### config.mk
export PLATFORM = sky130hd
export DESIGN_NAME = spi_cs_timing_gen
export DESIGN_NICKNAME = d
export VERILOG_FILES = /design/src/rtl/spi_tgen_pkg.sv /design/src/rtl/spi_tgen_baud.sv /design/src/rtl/spi_tgen_dly.sv /design/src/rtl/spi_tgen_csenc.sv /design/src/rtl/spi_cs_timing_gen.sv
export SDC_FILE = /design/constraint.sdc
export NUM_CORES = 1
export LEC_CHECK = 0
export ABC_CLOCK_PERIOD_IN_PS = 3500
export CORE_MARGIN = 10
export CORE_UTILIZATION = 46
export DETAILED_ROUTE_END_ITERATION = 10
export HOLD_SLACK_MARGIN = 0.12
export PLACE_DENSITY = 0.84
export REMOVE_ABC_BUFFERS = 1
export SLEW_MARGIN = 20
export SYNTH_ARGS = -nofsm -noshare
export SYNTH_HDL_FRONTEND = slang
export SYNTH_SLANG_ARGS = --single-unit
### constraint.sdc
create_clock -name clk -period 3.5 [get_ports clk]
set_clock_uncertainty 0.05 [all_clocks]
set_input_delay 0.7 -clock clk [delete_from_list [all_inputs] [get_ports clk]]
set_output_delay 0.7 -clock clk [all_outputs]
set_load 0.05 [all_outputs]
### src/rtl/spi_tgen_pkg.sv
package spi_tgen_pkg;
   typedef enum logic [2:0] {
      ST_IDLE,
      ST_WAIT,
      ST_SETUP,
      ST_RUN,
      ST_HOLD
   } tgen_state_e;
endpackage

### src/rtl/spi_tgen_baud.sv
module spi_tgen_baud #(
   parameter int DIV_W = 4
) (
   input  logic             clk,
   input  logic             rst_n,
   input  logic             run,
   input  logic [DIV_W-1:0] div,
   output logic             tick
);
   logic [DIV_W-1:0] phase;

   assign tick = run && (phase == div);

   always_ff @(posedge clk or negedge rst_n) begin
      if (!rst_n)
         phase <= '0;
      else if (!run || tick)
         phase <= '0;
      else
         phase <= phase + 1'b1;
   end
endmodule

### src/rtl/spi_tgen_dly.sv
module spi_tgen_dly #(
   parameter int DLY_W = 8
) (
   input  logic             clk,
   input  logic             rst_n,
   input  logic             load,
   input  logic [DLY_W-1:0] val,
   output logic             zero
);
   logic [DLY_W-1:0] cnt;

   assign zero = (cnt == '0);

   always_ff @(posedge clk or negedge rst_n) begin
      if (!rst_n)
         cnt <= '0;
      else if (load)
         cnt <= val;
      else if (!zero)
         cnt <= cnt - 1'b1;
   end
endmodule

### src/rtl/spi_tgen_csenc.sv
module spi_tgen_csenc #(
   parameter int CS_W = 4
) (
   input  logic            decode,
   input  logic [CS_W-1:0] cs_in,
   output logic [CS_W-1:0] pat
);
   localparam int IDX_W = $clog2(CS_W);

   logic [IDX_W-1:0] idx;
   assign idx = cs_in[IDX_W-1:0];

   for (genvar i = 0; i < CS_W; i++) begin : g_line
      assign pat[i] = decode ? cs_in[i] : (idx != IDX_W'(i));
   end
endmodule

### src/rtl/spi_cs_timing_gen.sv
module spi_cs_timing_gen
   import spi_tgen_pkg::*;
#(
   parameter int DIV_W = 4,
   parameter int DLY_W = 8,
   parameter int CS_W  = 4
) (
   input  logic             clk,
   input  logic             rst_n,
   input  logic             enable,
   input  logic [DIV_W-1:0] cfg_div,
   input  logic             cfg_cpol,
   input  logic             cfg_cpha,
   input  logic [CS_W-1:0]  cfg_cs,
   input  logic             cfg_decode,
   input  logic [DLY_W-1:0] cfg_setup,
   input  logic [DLY_W-1:0] cfg_hold,
   input  logic [DLY_W-1:0] cfg_gap,
   input  logic [DLY_W-1:0] cfg_switch,
   input  logic             xfer_start,
   input  logic             xfer_end,
   output logic             sclk,
   output logic [CS_W-1:0]  cs_n,
   output logic             launch,
   output logic             sample,
   output logic             idle
);
   localparam logic [DLY_W-1:0] DESEL_MAX = '1;

   if (DIV_W < 1) begin : g_bad_div
      $error("DIV_W must be at least 1");
   end
   if (DLY_W < 1) begin : g_bad_dly
      $error("DLY_W must be at least 1");
   end
   if ((CS_W < 2) || ((CS_W & (CS_W - 1)) != 0)) begin : g_bad_cs
      $error("CS_W must be a power of two of at least 2");
   end

   tgen_state_e      st;
   logic             ph_hi;
   logic [CS_W-1:0]  cur_pat;
   logic [CS_W-1:0]  enc_pat;
   logic [DLY_W-1:0] desel;
   logic             end_req;

   logic in_setup, in_run, in_hold, cs_act;
   logic tick_run, dly_zero, dly_load;
   logic spaced, go_setup, go_hold, end_eff;
   logic [DLY_W-1:0] need_gap, dly_val;

   assign in_setup = (st == ST_SETUP);
   assign in_run   = (st == ST_RUN);
   assign in_hold  = (st == ST_HOLD);
   assign cs_act   = in_setup || in_run || in_hold;

   spi_tgen_csenc #(.CS_W(CS_W)) u_enc (
      .decode (cfg_decode),
      .cs_in  (cfg_cs),
      .pat    (enc_pat)
   );

   spi_tgen_baud #(.DIV_W(DIV_W)) u_baud (
      .clk   (clk),
      .rst_n (rst_n),
      .run   (in_run && enable),
      .div   (cfg_div),
      .tick  (tick_run)
   );

   assign need_gap = (enc_pat == cur_pat) ? cfg_gap : cfg_switch;
   assign spaced   = (desel >= need_gap);
   assign go_setup = enable && spaced &&
                     (((st == ST_IDLE) && xfer_start) || (st == ST_WAIT));
   assign end_eff  = end_req || xfer_end;
   assign go_hold  = enable && in_run && tick_run && ph_hi && end_eff;
   assign dly_load = go_setup || go_hold;
   assign dly_val  = go_setup ? cfg_setup : cfg_hold;

   spi_tgen_dly #(.DLY_W(DLY_W)) u_dly (
      .clk   (clk),
      .rst_n (rst_n),
      .load  (dly_load),
      .val   (dly_val),
      .zero  (dly_zero)
   );

   always_ff @(posedge clk or negedge rst_n) begin
      if (!rst_n) begin
         st      <= ST_IDLE;
         ph_hi   <= 1'b0;
         cur_pat <= '1;
         end_req <= 1'b0;
         launch  <= 1'b0;
         sample  <= 1'b0;
         desel   <= DESEL_MAX;
      end else begin
         launch <= 1'b0;
         sample <= 1'b0;
         if (cs_act)
            desel <= '0;
         else if (desel != DESEL_MAX)
            desel <= desel + 1'b1;

         if (!enable) begin
            st      <= ST_IDLE;
            ph_hi   <= 1'b0;
            end_req <= 1'b0;
         end else begin
            case (st)
               ST_IDLE, ST_WAIT: begin
                  if (go_setup) begin
                     st      <= ST_SETUP;
                     cur_pat <= enc_pat;
                     launch  <= ~cfg_cpha;
                  end else if ((st == ST_IDLE) && xfer_start) begin
                     st <= ST_WAIT;
                  end
               end
               ST_SETUP: begin
                  if (xfer_end)
                     end_req <= 1'b1;
                  if (dly_zero) begin
                     st     <= ST_RUN;
                     ph_hi  <= 1'b1;
                     sample <= ~cfg_cpha;
                     launch <= cfg_cpha;
                  end
               end
               ST_RUN: begin
                  if (xfer_end)
                     end_req <= 1'b1;
                  if (tick_run) begin
                     ph_hi <= ~ph_hi;
                     if (!ph_hi) begin
                        sample <= ~cfg_cpha;
                        launch <= cfg_cpha;
                     end else if (end_eff) begin
                        st      <= ST_HOLD;
                        end_req <= 1'b0;
                        sample  <= cfg_cpha;
                     end else begin
                        launch <= ~cfg_cpha;
                        sample <= cfg_cpha;
                     end
                  end
               end
               ST_HOLD: begin
                  if (dly_zero)
                     st <= ST_IDLE;
               end
               default: st <= ST_IDLE;
            endcase
         end
      end
   end

   assign sclk = ph_hi ^ cfg_cpol;
   assign cs_n = cs_act ? cur_pat : '1;
   assign idle = (st == ST_IDLE) && (desel >= cfg_gap) && (desel >= cfg_switch);
endmodule

==> summary.md <==
| Metric | Value |
|---|---|
| Final wirelength | `6.54 mm` |
| Yosys reg bits | `31` |
| Asr flop ratio synth | `1.00` |
| Mean area per synthesized cell | `between 8 and 9 µm²` |
| Row cnt | `26` |
| Max Slew Vio Count | `0` |
| Total gr overflow | `0` |
| Hold-fix buffers, CTS | `0` |
| CTS tree | `yes` |
| Via count | `2313` |
| Pre-CTS WS | `-685 ps` |
| H-tree Lvls | `2` |
| Arr. time, crit path | `3580 ps` |
| Total CTS buffers | `5` |
| WP data required | `3650 ps` |
| Fraction of layout cells with a size suffix above 1 | `0.181` |
| CP Depth | `12` |
| Die H | `roughly 94 µm` |
| Nets@finish | `428` |
| Worst path max stage delay | `440 ps` |
| Status | `finished clean` |
| Initial Utilization | `0.483` |
| Cells along the critical path | `clkdlybuf4s50_1 -> o21ai_2 -> xnor2_2 -> nor3_4 -> mux2_4 -> ha_4 -> nand2b_4 -> a2111o_1 -> a211oi_4 -> buf_4 -> o211ai_1 -> o221ai_1` |
| Cell area after layout | `0.00341 mm²` |
| Global-route wire length before repair | `11.0 mm` |
| Dpl cell area | `0.00320 mm²` |
| CORE AREA | `roughly 0.0052 mm²` |
| Max cap viols | `0` |
| Seq/Total Area, Yosys | `0.315` |
| HP Class | `input port to async pin` |
| Final hold vios | `0` |
| Largest net degree at the start of global routing | `25` |
| Sink Count | `31` |
| Wire per inst | `between 15 and 20 µm` |
| Final Core Density | `0.656` |
| Leakage power | `approximately 1.5 nW` |
| Drt drc | `0` |
| Post-synth EDFFs | `0` |
| Post-synthesis cell count | `about 280` |
| Cell variety after synth | `52` |
| Cell family with most CP delay | `compound AO/OA/AOI/OAI gates` |
| P&R area growth vs syn | `35.8%` |
| CP Buf/Inv Count | `2` |
| Via density | `5.46` |
| Final Power | `just under 0.002 W` |
| Clock latency on the worst-skew pair | `280 ps` |
| Fin crit share | `0.981` |
| Synth Warn # | `0` |
| DIE WIDTH | `93.9 µm` |
| Final worst slack | `67.6 ps` |
| Endpoints failing setup | `0` |
| Routed Antenna Nets | `0` |
| R2R depth | `11` |
| Crit Path Max Fanout | `4` |
| Port Buffers | `55` |
| Io pins | `56` |
| RSZ-0062 raised after global routing | `true` |
| Initial antenna violation count | `0` |
| Global-route total usage across every layer | `0.152` |
| Worst-case clock buffer depth | `2` |
| Slew @ Worst Pin | `549 ps` |
| Top_reg_cell synth | `dfrtp_1` |
| Crit path time final | `3430 ps` |
| Peak VDD IR | `0.000317 V` |
| Post-Syn Area | `approximately 0.0025 mm²` |
| Number of global-route vias before repair | `2446` |
| Starting DRT DRC Count | `66` |
| Setup crit end kind | `flop` |
| Ant diodes | `0` |
| Die area | `0.00882 mm²` |
| Clk root buf | `clkbuf_8` |
| Pre-antenna DRT Iters | `4` |
| WS Path Type | `input port to flop` |
| Peak Freq | `0.291 GHz` |
| Clk pin slew, worst setup/hold paths | `60 ps` |
| Gp weighted congestion | `0.847` |
| DP Wirelength | `5.13 mm` |
| Power Density | `571 mW/mm²` |
| Max-slew headroom | `0.631` |
| CP Launch Type | `input port` |
| CP max stage cell | `a2111o_1` |
[registers in the layout, summed over array words and instances (netlist names)]
signal,flops
cur_pat,4
desel,8
end_req,1
launch,1
ph_hi,1
sample,1
st,3
u_baud.phase,4
u_dly.cnt,8
[per-stage QoR]
stage	instances	setup TNS [ps]	hold slack, ps
floorplan	275	-3610	354
global placement	411	-7990	449
detailed placement	411	-9190	464
CTS	423	0	474
global route	424	-203	375
finish	424	0	341
[final cells by class]
cell class              count  area (µm²)
well taps                  70        87.6
inverters                  28         105
flip-flops and latches     31         791
repair buffers             71         664
fillers                   427        1790
multi-input cells         216        1690
clock buffers               8        80.1
[synthesized netlist by cell type, types with 2 or more instances]
master | count | area [µm²]
and2_1 | 3 | 18.8
xnor2_1 | 11 | 96.3
a21o_1 | 4 | 30.0
o31a_1 | 2 | 17.5
and3_1 | 4 | 25.0
a21oi_1 | 17 | 85.1
xor2_1 | 8 | 70.1
nand4_1 | 5 | 31.3
o221ai_1 | 5 | 43.8
nand3_1 | 8 | 40.0
nor2_1 | 24 | 90.1
a2111oi_0 | 2 | 17.5
and4_1 | 3 | 26.3
a211oi_2 | 2 | 25.0
o21ai_0 | 13 | 65.1
nor3b_1 | 3 | 22.5
mux2i_1 | 9 | 90.1
mux2_2 | 6 | 67.6
nand2_1 | 14 | 52.6
a31oi_1 | 3 | 18.8
nor2b_1 | 2 | 12.5
o21a_1 | 2 | 15.0
clkbuf_1 | 3 | 11.3
nand2b_1 | 10 | 62.6
ha_1 | 27 | 338
dfrtp_1 | 19 | 475
dfstp_2 | 12 | 315
inv_1 | 28 | 105
nor3_1 | 7 | 35.0
a211oi_1 | 3 | 22.5
[layout by cell type (no fill, tap or decap), drive strengths merged, types with 3 or more instances in the layout]
master / n
clkdlybuf4s50: 49
inv: 28
ha: 27
nor2: 24
dfrtp: 19
buf: 19
a21oi: 17
nand2: 14
o21ai: 14
dfstp: 12
xnor2: 11
nand2b: 10
clkbuf: 10
mux2i: 9
nand3: 8
xor2: 8
nor3: 8
mux2: 6
nand4: 5
o221ai: 5
a211oi: 5
and3: 4
a21o: 4
and4: 3
and2: 3
a31oi: 3
nor3b: 3
[metal layers]
metal | GRT usage | share of wire
met5 | 0 | 0
met3 | 0.0440 | 0.062
met2 | 0.255 | 0.48
met4 | 0.0658 | 0.021
met1 | 0.175 | 0.43
[power breakdown]
part | switching (W) | internal (W)
sequential | 0.000165 | 0.000509
combinational | 0.000521 | 0.000494
clock | 0.000121 | 0.000141
total | 0.000807 | 0.00114
[cell families (layout without fill, tap and decap cells)]
group | Yosys count | count (layout) | share of synthesized area
fa+ha+maj | 27 | 27 | 0.134
flops | 31 | 31 | 0.315
compound gates | 62 | 62 | 0.165
buf+inv | 34 | 107 | 0.0528
xor+xnor | 19 | 19 | 0.0662
mux | 15 | 15 | 0.0627
simple gates | 93 | 93 | 0.205
[worst paths after layout]
check / from / endpoint / slack, ps
min: rst_n / u_dly.cnt[2] / 340
max: cfg_cs[3] / u_dly.cnt[5] / 70
max in group asynchronous: rst_n / desel[6] / 2480
max reg2reg: cur_pat[0] / u_dly.cnt[5] / 120
min reg2reg: u_baud.phase[0] / u_baud.phase[0] / 470
min in group clk: u_baud.phase[0] / u_baud.phase[0] / 470
[worst register-to-register path, cell delays in order, from the launching register on]
cell	delay, ps
dfstp_2	580
a21oi_1	80
o32a_1	360
nor3_4	240
mux2_4	330
ha_4	210
nand2b_4	120
a2111o_1	440
a211oi_4	300
buf_4	170
o211ai_1	170
o221ai_1	220
[repair_timing]
action	4_1_cts	5_1_grt
endpoints found under the setup margin	15	16
pin swaps	13	12
resized for setup	19	20
buffers inserted	4	2
No activity file was read; power rests on OpenSTA's default activity.
